`config.mk`:
```
export PLATFORM = sky130hd
export DESIGN_NAME = edge_irq_ctrl
export DESIGN_NICKNAME = d
export VERILOG_FILES = /design/src/rtl/eirq_pkg.sv /design/src/rtl/eirq_sync_edge.sv /design/src/rtl/eirq_cfg_regs.sv /design/src/rtl/eirq_pend.sv /design/src/rtl/edge_irq_ctrl.sv
export SDC_FILE = /design/constraint.sdc
export NUM_CORES = 1
export LEC_CHECK = 0
export ABC_AREA = 0
export BUFFER_PORTS_ARGS = -buffer_cell sky130_fd_sc_hd__buf_2
export CAP_MARGIN = 10
export CORE_MARGIN = 5
export CORE_UTILIZATION = 45
export CTS_BUF_LIST = sky130_fd_sc_hd__clkbuf_4 sky130_fd_sc_hd__clkbuf_8 sky130_fd_sc_hd__clkbuf_16
export DETAILED_ROUTE_END_ITERATION = 8
export GPL_TIMING_DRIVEN = 1
export HOLD_SLACK_MARGIN = 0.08
export PLACE_DENSITY = 0.63
export RECOVER_POWER = 100
export SETUP_SLACK_MARGIN = 0.02
export SYNTH_ARGS = -nofsm -noshare
export SYNTH_HDL_FRONTEND = slang
export SYNTH_HIERARCHICAL = 1
export SYNTH_SLANG_ARGS = --single-unit
```
`constraint.sdc`:
```
create_clock -name clk -period 2.2 [get_ports clk]
set_input_delay 0.44 -clock clk [delete_from_list [all_inputs] [get_ports clk]]
set_output_delay 0.44 -clock clk [all_outputs]
set_load 0.01 [all_outputs]
```
`src/rtl/eirq_pkg.sv`:
```
package eirq_pkg;

    localparam int unsigned EIRQ_LINES = 32;
    localparam int unsigned EIRQ_AW    = 5;

    typedef logic [EIRQ_LINES-1:0] line_vec_t;
    typedef logic [EIRQ_AW-1:0]    reg_addr_t;

    localparam reg_addr_t OFS_IMASK = 5'h00;
    localparam reg_addr_t OFS_EMASK = 5'h04;
    localparam reg_addr_t OFS_RISE  = 5'h08;
    localparam reg_addr_t OFS_FALL  = 5'h0C;
    localparam reg_addr_t OFS_SWT   = 5'h10;
    localparam reg_addr_t OFS_PEND  = 5'h14;

    typedef enum logic [2:0] {
        RS_IMASK,
        RS_EMASK,
        RS_RISE,
        RS_FALL,
        RS_SWT,
        RS_PEND,
        RS_NONE
    } reg_sel_e;

    typedef struct packed {
        line_vec_t imask;
        line_vec_t emask;
        line_vec_t rise;
        line_vec_t fall;
    } cfg_t;

    function automatic reg_sel_e decode_addr(input reg_addr_t a);
        reg_sel_e s;
        case (a)
            OFS_IMASK: s = RS_IMASK;
            OFS_EMASK: s = RS_EMASK;
            OFS_RISE:  s = RS_RISE;
            OFS_FALL:  s = RS_FALL;
            OFS_SWT:   s = RS_SWT;
            OFS_PEND:  s = RS_PEND;
            default:   s = RS_NONE;
        endcase
        return s;
    endfunction

endpackage

```
`src/rtl/eirq_sync_edge.sv`:
```
module eirq_sync_edge
    import eirq_pkg::*;
#(
    parameter line_vec_t IMPL_MASK = '1
) (
    input  logic      clk,
    input  logic      rst,
    input  line_vec_t pins_i,
    output line_vec_t rise_o,
    output line_vec_t fall_o
);

    for (genvar g = 0; g < EIRQ_LINES; g++) begin : g_line
        if (IMPL_MASK[g]) begin : g_impl
            logic meta_q, sync_q, prev_q;
            always_ff @(posedge clk) begin
                if (rst) begin
                    meta_q <= 1'b0;
                    sync_q <= 1'b0;
                    prev_q <= 1'b0;
                end else begin
                    meta_q <= pins_i[g];
                    sync_q <= meta_q;
                    prev_q <= sync_q;
                end
            end
            assign rise_o[g] = sync_q & ~prev_q;
            assign fall_o[g] = ~sync_q & prev_q;
        end else begin : g_tied
            assign rise_o[g] = 1'b0;
            assign fall_o[g] = 1'b0;
        end
    end

endmodule

```
`src/rtl/eirq_cfg_regs.sv`:
```
module eirq_cfg_regs
    import eirq_pkg::*;
#(
    parameter line_vec_t IMPL_MASK = '1
) (
    input  logic      clk,
    input  logic      rst,
    input  logic      wr_en,
    input  reg_sel_e  sel,
    input  line_vec_t wdata,
    output cfg_t      cfg_o
);

    cfg_t cfg_q;
    line_vec_t wval;

    assign wval = wdata & IMPL_MASK;

    always_ff @(posedge clk) begin
        if (rst) begin
            cfg_q <= '0;
        end else if (wr_en) begin
            case (sel)
                RS_IMASK: cfg_q.imask <= wval;
                RS_EMASK: cfg_q.emask <= wval;
                RS_RISE:  cfg_q.rise  <= wval;
                RS_FALL:  cfg_q.fall  <= wval;
                default:  ;
            endcase
        end
    end

    assign cfg_o = cfg_q;

endmodule

```
`src/rtl/eirq_pend.sv`:
```
module eirq_pend
    import eirq_pkg::*;
#(
    parameter line_vec_t IMPL_MASK = '1
) (
    input  logic      clk,
    input  logic      rst,
    input  line_vec_t rise_en,
    input  line_vec_t fall_en,
    input  line_vec_t rise_i,
    input  line_vec_t fall_i,
    input  logic      w1c_en,
    input  logic      swt_en,
    input  line_vec_t wdata,
    output line_vec_t hit_o,
    output line_vec_t pend_o
);

    line_vec_t pend_q, set_v, clr_v, hit;

    always_comb begin
        hit   = (rise_i & rise_en) | (fall_i & fall_en);
        set_v = hit | (swt_en ? (wdata & (rise_en | fall_en)) : '0);
        clr_v = w1c_en ? wdata : '0;
    end

    always_ff @(posedge clk) begin
        if (rst) pend_q <= '0;
        else     pend_q <= ((pend_q & ~clr_v) | set_v) & IMPL_MASK;
    end

    assign hit_o  = hit;
    assign pend_o = pend_q;

    a_r3_edge_latched: assert property (@(posedge clk) disable iff (rst)
        (hit != '0) |=> ((pend_q & $past(hit)) == $past(hit)));

    a_r7_w1c_clears: assert property (@(posedge clk) disable iff (rst)
        (w1c_en && hit == '0) |=> ((pend_q & $past(wdata)) == '0));

    a_r8_edge_beats_clear: assert property (@(posedge clk) disable iff (rst)
        (w1c_en && (hit & wdata) != '0) |=> ((pend_q & $past(hit & wdata)) != '0));

    a_r6_hold_when_idle: assert property (@(posedge clk) disable iff (rst)
        (!w1c_en && !swt_en && hit == '0) |=> $stable(pend_q));

endmodule

```
`src/rtl/edge_irq_ctrl.sv`:
```
module edge_irq_ctrl
    import eirq_pkg::*;
#(
    parameter logic [31:0] IMPL_MASK = 32'h0FFF_FFFF
) (
    input  logic        clk,
    input  logic        rst,
    input  logic [31:0] ext_in,
    input  logic        bus_wr,
    input  logic [4:0]  bus_addr,
    input  logic [31:0] bus_wdata,
    output logic [31:0] bus_rdata,
    output logic        irq_out,
    output logic        evt_out
);

    reg_sel_e  sel;
    cfg_t      cfg;
    line_vec_t rise, fall, hit, pend;

    assign sel = decode_addr(bus_addr);

    eirq_sync_edge #(.IMPL_MASK(IMPL_MASK)) u_sync (
        .clk    (clk),
        .rst    (rst),
        .pins_i (ext_in),
        .rise_o (rise),
        .fall_o (fall)
    );

    eirq_cfg_regs #(.IMPL_MASK(IMPL_MASK)) u_cfg (
        .clk   (clk),
        .rst   (rst),
        .wr_en (bus_wr),
        .sel   (sel),
        .wdata (bus_wdata),
        .cfg_o (cfg)
    );

    eirq_pend #(.IMPL_MASK(IMPL_MASK)) u_pend (
        .clk     (clk),
        .rst     (rst),
        .rise_en (cfg.rise),
        .fall_en (cfg.fall),
        .rise_i  (rise),
        .fall_i  (fall),
        .w1c_en  (bus_wr && sel == RS_PEND),
        .swt_en  (bus_wr && sel == RS_SWT),
        .wdata   (bus_wdata),
        .hit_o   (hit),
        .pend_o  (pend)
    );

    always_comb begin
        case (sel)
            RS_IMASK: bus_rdata = cfg.imask;
            RS_EMASK: bus_rdata = cfg.emask;
            RS_RISE:  bus_rdata = cfg.rise;
            RS_FALL:  bus_rdata = cfg.fall;
            RS_PEND:  bus_rdata = pend;
            default:  bus_rdata = '0;
        endcase
    end

    assign irq_out = |(pend & cfg.imask);
    assign evt_out = |(hit & cfg.emask);

    a_r9_irq_level_holds: assert property (@(posedge clk) disable iff (rst)
        (irq_out && !bus_wr) |=> irq_out);

    a_r11_evt_needs_emask: assert property (@(posedge clk) disable iff (rst)
        evt_out |-> (cfg.emask != '0));

    a_r12_rise_unimpl_zero: assert property (@(posedge clk) disable iff (rst)
        (bus_wr && sel == RS_RISE) |=> ((cfg.rise & ~IMPL_MASK) == '0));

endmodule

```
==> results.txt <==
The tools report the final setup slack of the worst path as -600 ps. The kind of path behind the tightest hold check was in -> reg. The clock-pin slew reported for the worst setup and hold paths after clock tree synthesis came out at 60 ps. The initial antenna violation count was 3; the via total after detailed routing was 7,972.

From synthesis to final layout, the design area changed by 23.5%. Summed over all nets, the switching power comes to 2.05 mW. The run gives 0.506 as the portion of total power attributed to the clock network. The tools report the maximum level of the CTS H-tree as 1. Across the VDD grid, the largest voltage drop is 613 µV.

The library cells used most frequently in the layout, excluding fill and tap cells, are 221 x sky130_fd_sc_hd__dfxtp_1, 176 x sky130_fd_sc_hd__mux2i_1, 140 x sky130_fd_sc_hd__nand2b_1, 140 x sky130_fd_sc_hd__nor2b_1, 82 x sky130_fd_sc_hd__buf_2. The run gives 0.454 as the starting density of the core. The later pin in the worst-skew pair is clocked with a latency of 520 ps. The leakage power of the design was 6.30 nW; the antenna diode count was 0. STA puts the critical path data arrival time at 2360 ps. Max-cap violations in this run came to 0. The total overflow left after global routing is 0. In the routed design, unresolved DRC markers number 0. The run gives 0.061 as the relative contribution of combinational cells to total power. The worst register-to-register path begins at u_sync/g_line[27].g_impl.sync_q. At the placement stage, the worst setup path has a slack of -198 ps.

The tools report the CTS root buffer as sky130_fd_sc_hd__clkbuf_16. The critical path goes through nor2b_1 > a22o_1 > a22oi_2 > nand4_1 > or4_4 > buf_6. Internal power comes to 7.60 mW. The cell at the slowest stage of the critical path is sky130_fd_sc_hd__or4_4. Start point of the worst min-delay path: ext_in[10]. Number of hold violations in the final report: 0. The register bit count reported by yosys is 224.

Net switching share of the total power: 0.212. The final-report max-slew violation count was 0; the share of post-route cells with drive strength above 1 was 0.230. The worst register-to-register path has a setup slack of 950 ps.

The I/O pin count is 106, and the count of mapped cells out of synthesis is 1,016. The tools report the number of placement rows as 56. Detail-routed net length per standard cell: 19.9 µm.

The first global-routing pass estimated 45,100 µm of wire. In this run, distinct cell masters in the synthesized netlist total 37. The final clock period utilization by the worst path was 1.27.

Warning count from the yosys run: 6. The checks that failed: negative setup slack. The tools report the number of buffers on the longest clock path as 3. The utilization after layout came out at 0.561. The summed area of non-filler cells in the final layout is 13,100 µm². The critical path capture point type was a primary output. After layout, the design draws a total of 9.65 mW. The sequential element share of the synthesized area was 0.423; the height of the die was 163 µm. The run gives 23,300 µm² as the area inside the core boundary. The most common library cell in the layout ignoring fill and taps was sky130_fd_sc_hd__dfxtp_1. The first TritonRoute pass finished after 4 iterations. The clock sink count is 224. The endpoint of the lowest-slack register-to-register path was u_pend/pend_o[27].

Of all nets on the critical path, the largest fanout is 3. TritonCTS built the clock tree. The tools report the data required time at the worst endpoint as 1760 ps. The worst setup path is launched from a flop.

Setup repair after global routing could not meet its margin everywhere. The worst hold path passes through 2 cells. The overall global routing resource usage was 0.216; the logic depth of the worst register-to-register path was 4. The number of hold-repair buffers added at the cts stage was 0. The critical path is of the reg -> out type. The placed standard-cell area was 11,700 µm²; the area of the mapped netlist was 10,600 µm². The number of clock buffers added by TritonCTS is 26. The area fraction of the dominant cell type after synthesis is 0.423. Total wirelength of the detailed-routed design: 29,600 µm.

The smallest clock period supported by the final layout is computed as 2800 ps. For the final standard cell count with taps included and fillers excluded, the log shows 1,489. The via count of the first global-routing pass was 7,915. Averaged over all synthesized cells, the footprint is 10.4 µm². For the largest net degree at the start of global routing, the log shows 86. Clock skew on the completed layout was measured at 5.86 ps. For the pin with the worst max-slew slack, the measured transition is 1440 ps. The run finished, with violations left.

The detailed-route vias per instance works out to 5.35. For the timing-limited maximum frequency, the log shows 357 MHz. Including well taps, the total number of placed cells is 1,432. Setup violations remaining at the end of the flow were counted as 47.

The largest area contributor in the synthesized netlist was sky130_fd_sc_hd__dfxtp_1. Count of antenna-violating nets left after detailed routing: 0. At the end of the flow, the number of nets in the layout was 1,222. The worst hold path terminates at u_sync/g_line[10].g_impl.meta_q. The floorplan die width was 163 µm. Dividing total power by cell area gives a power density of 737 nW/µm². The number of buffers inserted by port buffering was 93; the largest stage delay on the critical path was 560 ps.

The wire-length estimate of the detail-placed layout is 19,300 µm. Tightest slew margin relative to the limit: 0.0403. The detailed router finished its first iteration with 472 violations. Routability-driven placement finished with a final weighted congestion of 0.863.

The run gives 0.433 as the sequential power share. After synthesis, the cell types taking the most area are sky130_fd_sc_hd__dfxtp_1 42%, sky130_fd_sc_hd__mux2i_1 17%, sky130_fd_sc_hd__nand2b_1 8.3%. The die covers 26,700 µm².
[cells by family (layout without fill, tap and decap cells)]
family                 count (synthesis)  count (layout)  synth area share
buffers and inverters                 96             225            0.0658
muxes                                176             176             0.166
AOI/OAI and AO/OA                    212             212             0.160
and+or+nand+nor                      305             305             0.184
other                                  3              28           0.00106
DFF                                  224             224             0.423
[per-stage QoR]
step           setup TNS [ps]  hold slack [ps]
3_5_place_dp             -454              424
5_1_grt                -14560              112
4_1_cts                 -3200              108
2_1_floorplan               0              414
6_report                -6990              120
3_3_place_gp             -351              418
[final cells by class]
type / count / area, µm²
timing repair buffer: 174 / 1380
clock inverter: 10 / 200
multi-input combinational: 721 / 5810
fill: 2061 / 10200
clock buffer: 38 / 790
tap: 319 / 399
sequential: 224 / 4490
inverter: 3 / 11.3
[state kept, by name, summed over array words and instances, names as in the netlist]
signal / flops
u_cfg/cfg_o: 112
u_pend/pend_o: 28
u_sync/g_line.g_impl.meta_q: 28
u_sync/g_line.g_impl.prev_q: 28
u_sync/g_line.g_impl.sync_q: 28
[synth_stat cells, drive strengths merged]
cell type  count
dfxtp        224
a21o          31
nand2b       140
and4bb         1
o211a         28
or4            3
conb           3
nand4b         1
and3           1
clkbuf        22
nor2b        140
nand4          8
a22o          32
buf           71
or4b           2
a22oi         32
inv            3
o22ai         31
nor3           2
nor2           2
o31a          28
mux2i        176
nor4b          1
nand4bb        2
o21a           1
a21boi        28
and4b          1
a211o          1
and2           1
[power groups by stage]
stage                     clock, mW  combinational [mW]  sequential (mW)
after floorplan                   0               0.386             4.25
after global placement            0               0.543             4.26
after detailed placement          0               0.546             4.26
after CTS                      4.98               0.590             4.17
after global routing           5.16               0.638             4.18
final                          4.88               0.593             4.17
[how the worst max path moves through the flow]
stage	start	to
2_1_floorplan	bus_addr[2]	u_cfg/cfg_o[103]
3_3_place_gp	u_sync/g_line[1].g_impl.sync_q	evt_out
3_5_place_dp	u_sync/g_line[1].g_impl.sync_q	evt_out
4_1_cts	u_sync/g_line[1].g_impl.sync_q	evt_out
5_1_grt	u_sync/g_line[4].g_impl.sync_q	evt_out
6_report	u_sync/g_line[9].g_impl.sync_q	evt_out
[per-layer routing]
metal,GRT usage,up-vias,share of wire,routed length [µm]
met2,0.348,195,0.46,13700
met1,0.292,3887,0.46,13600
met4,0.0644,6,0.025,737
li1,-,3830,-,-
met3,0.0459,54,0.053,1560
met5,0,-,0.0011,34
[repair_timing]
item	in CTS	in global routing
setup endpoints to repair	26	30
setup buffers	4	2
pin swaps	23	12
resized for setup	46	27
gates cloned	4	2
[critical path, delay by kind of cell, from the launching register on]
kind	cells	cell delay (ps)
AND/OR/NAND/NOR	3	830
AO/OA/AOI/OAI	2	510
flip-flops	1	350
buffers and inverters	1	140
No activity file was read; power rests on OpenSTA's default activity.
